## config.mk

```make
export PLATFORM = sky130hd
export DESIGN_NAME = int_flag_unit
export DESIGN_NICKNAME = d
export VERILOG_FILES = /design/src/rtl/flag_pkg.sv /design/src/rtl/carry_eval.sv /design/src/rtl/ovf_eval.sv /design/src/rtl/cr0_eval.sv /design/src/rtl/int_flag_unit.sv
export SDC_FILE = /design/constraint.sdc
export NUM_CORES = 1
export LEC_CHECK = 0
export ABC_CLOCK_PERIOD_IN_PS = 6000
export BUFFER_PORTS_ARGS = -buffer_cell sky130_fd_sc_hd__clkbuf_2
export CORE_MARGIN = 5
export CORE_UTILIZATION = 50
export DETAILED_ROUTE_END_ITERATION = 12
export PLACE_DENSITY = 0.94
export SYNTH_ARGS = -nofsm -noshare
export SYNTH_HDL_FRONTEND = slang
export SYNTH_SLANG_ARGS = --single-unit
export TNS_END_PERCENT = 1
```

## constraint.sdc

```tcl
create_clock -name clk -period 6 [get_ports clk]
set_clock_uncertainty 0.15 [all_clocks]
set_input_delay 1.5 -clock clk [delete_from_list [all_inputs] [get_ports clk]]
set_output_delay 1.5 -clock clk [all_outputs]
set_load 0.005 [all_outputs]
```

## src/rtl/flag_pkg.sv

```systemverilog
package flag_pkg;
    localparam int FLAG_W = 5;

    typedef struct packed {
        logic so;
        logic ov;
        logic ov32;
        logic ca;
        logic ca32;
    } xflags_t;
endpackage

```

## src/rtl/carry_eval.sv

```systemverilog
module carry_eval #(
    parameter int W = 64
) (
    input  logic [W-1:0] in_a,
    input  logic [W-1:0] in_b,
    input  logic         b_used,
    input  logic [W-1:0] res,
    input  logic         add_class,
    output logic         ca,
    output logic         ca32
);
    localparam int H = W / 2;

    logic full_a_gt, full_b_gt, half_a_gt, half_b_gt, xor_carry;

    always_comb begin
        full_a_gt = in_a > res;
        full_b_gt = b_used && (in_b > res);
        half_a_gt = in_a[H-1:0] > res[H-1:0];
        half_b_gt = b_used && (in_b[H-1:0] > res[H-1:0]);
        xor_carry = res[H] ^ in_a[H] ^ (b_used & in_b[H]);
        ca        = full_a_gt | full_b_gt;
        ca32      = add_class ? xor_carry : (half_a_gt | half_b_gt);
    end
endmodule

```

## src/rtl/ovf_eval.sv

```systemverilog
module ovf_eval #(
    parameter int W = 64
) (
    input  logic [W-1:0] in_a,
    input  logic [W-1:0] in_b,
    input  logic         b_used,
    input  logic [W-1:0] res,
    input  logic         div_present,
    input  logic         div_val,
    output logic         ov_write,
    output logic         ov,
    output logic         ov32
);
    localparam int H = W / 2;

    logic sign_ov, sign_ov32;

    always_comb begin
        sign_ov   = (in_a[W-1] == in_b[W-1]) && (res[W-1] != in_a[W-1]);
        sign_ov32 = (in_a[H-1] == in_b[H-1]) && (res[H-1] != in_a[H-1]);
        ov_write  = div_present | b_used;
        ov        = div_present ? div_val : sign_ov;
        ov32      = div_present ? div_val : sign_ov32;
    end
endmodule

```

## src/rtl/cr0_eval.sv

```systemverilog
module cr0_eval #(
    parameter int W = 64
) (
    input  logic [W-1:0] res,
    input  logic         so_in,
    output logic [3:0]   cr0
);
    logic neg, zer;

    always_comb begin
        neg = res[W-1];
        zer = (res == '0);
        cr0 = {neg, ~neg & ~zer, zer, so_in};
    end
endmodule

```

## src/rtl/int_flag_unit.sv

```systemverilog
module int_flag_unit
    import flag_pkg::*;
#(
    parameter int DATA_W = 64
) (
    input  logic              clk,
    input  logic              rst_n,
    input  logic              op_valid,
    input  logic [DATA_W-1:0] opnd_a,
    input  logic [DATA_W-1:0] opnd_b,
    input  logic              b_present,
    input  logic [DATA_W-1:0] imm_val,
    input  logic              imm_valid,
    input  logic              invert_a,
    input  logic              add_class,
    input  logic [DATA_W-1:0] result,
    input  logic              carry_en,
    input  logic              ovf_en,
    input  logic              rec_en,
    input  logic [1:0]        done_mask,
    input  logic              div_ovf_present,
    input  logic              div_ovf_val,
    output logic [FLAG_W-1:0] flags_out,
    output logic [3:0]        cr0_out
);
    xflags_t           flags_q, flags_d;
    logic [3:0]        cr0_q, cr0_d, cr0_calc;
    logic [DATA_W-1:0] a_eff, b_eff;
    logic              b_used;
    logic              ca_c, ca32_c, ov_w, ov_c, ov32_c;

    // Operand preparation
    always_comb begin
        a_eff  = invert_a ? ~opnd_a : opnd_a;
        b_eff  = imm_valid ? imm_val : opnd_b;
        b_used = imm_valid | b_present;
    end

    carry_eval #(.W(DATA_W)) u_carry (
        .in_a(a_eff), .in_b(b_eff), .b_used(b_used), .res(result),
        .add_class(add_class), .ca(ca_c), .ca32(ca32_c)
    );

    ovf_eval #(.W(DATA_W)) u_ovf (
        .in_a(a_eff), .in_b(b_eff), .b_used(b_used), .res(result),
        .div_present(div_ovf_present), .div_val(div_ovf_val),
        .ov_write(ov_w), .ov(ov_c), .ov32(ov32_c)
    );

    // Next flag state
    always_comb begin
        flags_d = flags_q;
        if (op_valid) begin
            if (carry_en && !done_mask[0]) flags_d.ca   = ca_c;
            if (carry_en && !done_mask[1]) flags_d.ca32 = ca32_c;
            if (ovf_en && ov_w) begin
                flags_d.ov   = ov_c;
                flags_d.ov32 = ov32_c;
                flags_d.so   = flags_q.so | ov_c;
            end
        end
    end

    cr0_eval #(.W(DATA_W)) u_cr0 (
        .res(result), .so_in(flags_d.so), .cr0(cr0_calc)
    );

    always_comb begin
        cr0_d = (op_valid && rec_en) ? cr0_calc : cr0_q;
    end

    always_ff @(posedge clk) begin
        if (!rst_n) begin
            flags_q <= '0;
            cr0_q   <= '0;
        end else begin
            flags_q <= flags_d;
            cr0_q   <= cr0_d;
        end
    end

    assign flags_out = flags_q;
    assign cr0_out   = cr0_q;

    // Checks beside the state they guard
    AST_IDLE_HOLD: assert property (@(posedge clk) disable iff (!rst_n)
        !op_valid |=> ($stable(flags_out) && $stable(cr0_out)));
    AST_CA_HOLD: assert property (@(posedge clk) disable iff (!rst_n)
        !(op_valid && carry_en && !done_mask[0]) |=> $stable(flags_out[1]));
    AST_CA32_HOLD: assert property (@(posedge clk) disable iff (!rst_n)
        !(op_valid && carry_en && !done_mask[1]) |=> $stable(flags_out[0]));
    AST_OV_SINGLE: assert property (@(posedge clk) disable iff (!rst_n)
        (op_valid && !b_present && !imm_valid && !div_ovf_present)
        |=> $stable(flags_out[4:2]));
    AST_SO_STICKY: assert property (@(posedge clk) disable iff (!rst_n)
        flags_out[4] |=> flags_out[4]);
    AST_CR0_HOLD: assert property (@(posedge clk) disable iff (!rst_n)
        !(op_valid && rec_en) |=> $stable(cr0_out));
    AST_CR0_SIGN: assert property (@(posedge clk) disable iff (!rst_n)
        $onehot0(cr0_out[3:1]));
    AST_CR0_SO: assert property (@(posedge clk) disable iff (!rst_n)
        (op_valid && rec_en) |=> (cr0_out[0] == flags_out[4]));
endmodule

```

# ---- Yosys cells after proc, flatten, opt, wreduce, memory -nomap -nowiden
# Cells that the tools add are included.
dict set report op_classes {
  magnitude_cmp 4
  eq_ne 4
  mux 9
  bitwise 12
  n_reduce_logical 14
}
# operator count
set op_table {}
lappend op_table {{$gt A64 B64 Y1} 2}
lappend op_table {{$mux W64} 2}
lappend op_table {{$gt A32 B32 Y1} 2}
lappend op_table {{$logic_not A64 Y1} 1}
lappend op_table {{$not A64 Y64} 1}
lappend op_table {{$logic_and A1 B1 Y1} 8}
lappend op_table {{$reduce_and A2 Y1} 3}
lappend op_table {{$mux W1} 5}
lappend op_table {{$mux W5} 1}
lappend op_table {{$or A1 B1 Y1} 5}
lappend op_table {{$mux W3} 1}
lappend op_table {{$and A1 B1 Y1} 2}
lappend op_table {{$eq A1 B1 Y1} 2}
lappend op_table {{$logic_not A1 Y1} 2}
lappend op_table {{$ne A1 B1 Y1} 2}
lappend op_table {{$not A1 Y1} 2}
lappend op_table {{$xor A1 B1 Y1} 2}
dict set report word_totals {
  register_bits 9
  inputBits 270
  output_inout_bits 9
  word_cells 49
}

# ---- Longest topological paths before layout
dict set report depth {
  depth_word 8
  mapped_depth 11
  depth_no_buf 9
}

# ---- Modules after synthesis
# From an unflattened synthesis, not the netlist that was laid out.
dict set report hier_totals {
  cells_unflattened 620
  hier_area_um2 5286.3
}
# mod n_inst cells_per_inst area_each_um2
set modules_own_cells {}
lappend modules_own_cells {carry_eval 1 402 3032.9}
lappend modules_own_cells {int_flag_unit 1 184 2003.2}
lappend modules_own_cells {cr0_eval 1 25 188.9}
lappend modules_own_cells {ovf_eval 1 9 61.3}

# ---- Least setup slack after synthesis
# Ideal clock, no wire load.
dict set report synth_timing {
  kind {input -> register}
  startpoint {in imm_valid}
  endpoint {reg flags_q, in the netlist flags_out[1]}
  setup_ns 0.119
  arrival_ns 4.096
  t_required_ns 5.731
  slack_ns 1.636
  cell_stages 11
  path_cell_list {clkbuf_1 > buf_1 > mux2_2 > ha_1 > a21o_1 > a221o_1 > a221oi_1 > o21ai_0 > o211ai_1 > o22ai_1 > o221a_1}
}
dict set report synth_via {
  elab_chain_len 4
  elab_cells_between_ends 5
  cone_classes {1 x order compare; 1 x mux; 2 x bitwise; 1 x reduce/logical}
}
# item line
set synth_lines {}
lappend synth_lines {{start: declaration} int_flag_unit.sv:13} ;# input logic imm_valid,
lappend synth_lines {{$mux W64} int_flag_unit.sv:35} ;# b_eff = imm_valid ? imm_val : opnd_b;
lappend synth_lines {{$gt A64 B64 Y1} carry_eval.sv:18} ;# full_b_gt = b_used && (in_b > res);
lappend synth_lines {{$logic_and A1 B1 Y1 (*)} carry_eval.sv:18}
lappend synth_lines {{$or A1 B1 Y1 (*)} carry_eval.sv:22} ;# ca = full_a_gt | full_b_gt;
lappend synth_lines {{end signal: assignment} int_flag_unit.sv:77} ;# flags_q <= flags_d;
lappend synth_lines {{end: declaration} int_flag_unit.sv:26} ;# xflags_t flags_q, flags_d;
# Every way passes the cells marked *; elsewhere a longest branch is shown, timed or not.
# A chain may end at the register's enable or synchronous reset.

# ---- Worst setup path after layout
# Ends and elaborated chain as after synthesis.

==> results.py <==
metrics = {
    "run_status": {
        "run_status": "finished clean",
    },
    "synthesis": {
        "yosys.cell_types.count": 47,
        "synth_area_um2": 4870,
        "synth_ff_type": "dfxtp_1",
        "yosys_register_bits": 9,
        "avgSynthCellArea_um2": 8.00,
        "synth-edff-count": 0,
        "async_flop_share_pct": 0,
        "ys_seq_area_share_pct": 3.70,
        "syn_nets": 1007,
        "yosysWarnings": 0,
        "synthCells": 609,
    },
    "sta": {
        "finalSetupTns_ps": 0,
        "max_clock_freq_mhz": 222,
        "maxSlewViolCount": 0,
        "hold_viol": 0,
        "setup_violations": 0,
        "relSlewSlack_pct": 52.6,
        "tightest_slew_ps": 704,
        "rsz0062_at_grt": "no",
        "period_share_pct": 75.0,
        "finalCriticalPeriod_ps": 4500,
    },
    "clock_network": {
        "path_clk_slew_ps": 50,
        "clock_latency_ps": 230,
        "cts_hold_buf": 0,
        "post_cts_buffers": 0,
        "ctsRootBufferMaster": "clkbuf_8",
        "cts_buffers": 3,
        "cts_tree": "yes",
        "cts_max_level": 1,
        "cts_resized": 0,
        "cts_buffer_depth": 2,
        "cts_sinks": 9,
    },
    "min_path": {
        "min_path_type": "flop to flop",
        "whs_path_depth": 2,
    },
    "route": {
        "viasPerCell": 5.70,
        "dr.pass1.iters": 6,
        "drc": 0,
        "ant_nets": 0,
        "num_vias": 5770,
        "wl_per_cell_um": 17.9,
        "drt_wl_total_um": 18200,
        "first_iter_violations": 342,
    },
    "grt": {
        "antenna_found_initial": 0,
        "grt_util_all_layers_pct": 29.2,
        "use_met2_pct": 50.6,
        "grt_use_met1_pct": 36.0,
        "grt_pass1_vias": 5724,
        "grt_pass1_wl_um": 27100,
        "grt_max_degree": 37,
        "busiest_layer": "met2",
        "grt_overflow_total": 0,
        "grtUsageMet3_pct": 5.15,
    },
    "setup_path": {
        "path_class": "input port to flop",
        "cp_num_buf_inv": 2,
        "end_kind": "flop",
        "worstSetupPathDepth": 10,
        "slowest_delay_ps": 550,
        "crit_path_top_delay_cell": "nor4bb_1",
        "r2r_slack_ps": 5040,
        "cp_max_fo": 21,
        "path_cells": "buf_2 -> buf_4 -> mux2_2 -> ha_1 -> and4_1 -> nor4bb_1 -> nand4_1 -> o21ai_0 -> o22ai_1 -> o221a_1",
        "crit_required_ps": 5970,
        "startpoint_type": "input port",
        "crit_arrival_ps": 4470,
        "worst_path_dominant_cell_family": "simple AND/OR/NAND/NOR gates",
        "reg2regPathDepth": 3,
    },
    "die": {
        "die_area_um2": 11800,
        "ios": 279,
        "initial_core_util_pct": 50.6,
        "die_h_um": 109,
        "coreArea_um2": 9640,
        "chipWidth_um": 109,
        "fp-row-count": 36,
    },
    "final_layout": {
        "layout-drive-gt1-share_pct": 40.1,
        "multi_input_area_um2": 4380,
        "antenna_cells": 0,
        "area_growth_pct": 32.4,
        "fillers": 866,
        "regArea_um2": 180,
        "final_cell_area_um2": 6450,
        "final_nets": 1279,
    },
    "place": {
        "io_buffers": 278,
        "hpwl_um": 16500,
        "gp_congestion": 0.989,
        "place_area_um2": 6410,
    },
    "power_and_ir_drop": {
        "power_density_nw_per_um2": 95.8,
        "switching_share_pct": 44.7,
        "p_seq_share_pct": 10.4,
        "ir_worst_vdd_mv": 0.0513,
        "p_clk_share_pct": 11.5,
        "p_sw_mw": 0.276,
        "p_comb_share_pct": 78.1,
        "leakagePower_nw": 3.58,
        "p_int_mw": 0.342,
    },
    "flow_run": {
        "maxCapViolCount": 0,
    },
}
==> power by group through the flow <==
stage | clock network [mW] | logic [mW] | registers, mW
after floorplan | 0 | 0.288 | 0.0653
after global placement | 0 | 0.458 | 0.0653
after detailed placement | 0 | 0.474 | 0.0653
after CTS | 0.0715 | 0.478 | 0.0642
after global routing | 0.0754 | 0.540 | 0.0645
final | 0.0712 | 0.483 | 0.0642
==> metrics by stage <==
stage                     worst slack (ps)  total power [mW]  hold WS (ps)  cells  util (%)
final                                 1500             0.618           309   1013      66.9
after global routing                  1250             0.680           351   1013      66.9
after CTS                             1580             0.613           314   1013      66.9
after detailed placement              1340             0.540           306   1009      66.5
after global placement                1400             0.523           301   1009      66.5
after floorplan                       1640             0.354           308    609         -
==> worst register-to-register path, delay by kind of cell (launching register included) <==
family          cells  cell delay, ps
flops               1             310
simple gates        1             150
compound gates      2             260
==> routing by layer <==
layer / routed length (µm) / vias to the layer above
met5: 0 / -
met4: 746 / 0
met3: 1630 / 61
met2: 8640 / 332
met1: 7140 / 2589
li1: - / 2788
==> layout make-up <==
class	count	area share [%]
Tap cell	133	2.58
Sequential cell	9	2.79
Clock buffer	4	0.698
Multi-Input combinational cell	518	68.0
Inverter	67	3.90
Timing Repair Buffer	282	22.1
==> synthesized netlist by cell type, drive strengths merged (2+ instances only) <==
master / count / area, µm²
a31oi: 3 / 18.8
inv: 67 / 251
a221o: 3 / 30.0
a21oi: 54 / 270
nor3: 5 / 25.0
nand2: 45 / 169
a21boi: 3 / 22.5
and2: 3 / 18.8
and4: 8 / 70.1
xnor2: 4 / 35.0
clkbuf: 5 / 18.8
mux2: 63 / 709
o21ai: 22 / 114
or3: 2 / 12.5
mux2i: 2 / 20.0
nor2: 12 / 45.0
nand3: 15 / 75.1
dfxtp: 9 / 180
a21o: 4 / 30.0
o22ai: 2 / 12.5
nor2b: 6 / 37.5
xor2: 63 / 552
ha: 128 / 1600
nand4: 24 / 163
o211ai: 5 / 37.5
nor4: 20 / 125
or4: 2 / 18.8
buf: 10 / 38.8
a221oi: 7 / 61.3
==> kinds of logic (layout without fill, tap and decap cells) <==
family	Yosys count	after routing	share of synthesized area, %
and+or+nand+nor	146	146	16.2
adders and majority gates	128	128	32.9
AOI/OAI and AO/OA	112	112	13.9
buffers and inverters	82	353	6.34
xor gates and xnor gates	67	67	12.0
muxes	65	65	15.0
DFF	9	9	3.70
==> cells in the final DEF, fill, tap and decap left out, drive strengths merged, types with 7 or more instances in the layout <==
master  count
a21oi      54
a221oi      7
and4        8
clkbuf    280
dfxtp       9
ha        128
inv        67
mux2       63
nand2      45
nand3      15
nand4      24
nor2       12
nor4       20
o21ai      22
xor2       63
==> state kept, by name, summed over array words and instances (netlist names) <==
signal,count
flags_out,5
cr0_out,4
==> path summary, 6_finish.rpt <==
path | start | endpoint
worst min-delay path | cr0_out[1]$_SDFFE_PN0P_ | cr0_out[1]$_SDFFE_PN0P_
worst max register to register | flags_out[4]$_SDFF_PN0_ | cr0_out[0]$_SDFFE_PN0P_
worst min register to register | cr0_out[1]$_SDFFE_PN0P_ | cr0_out[1]$_SDFFE_PN0P_
worst max-delay path | imm_valid | flags_out[1]$_SDFFE_PN0P_
Power figures use the tool's default switching activity.
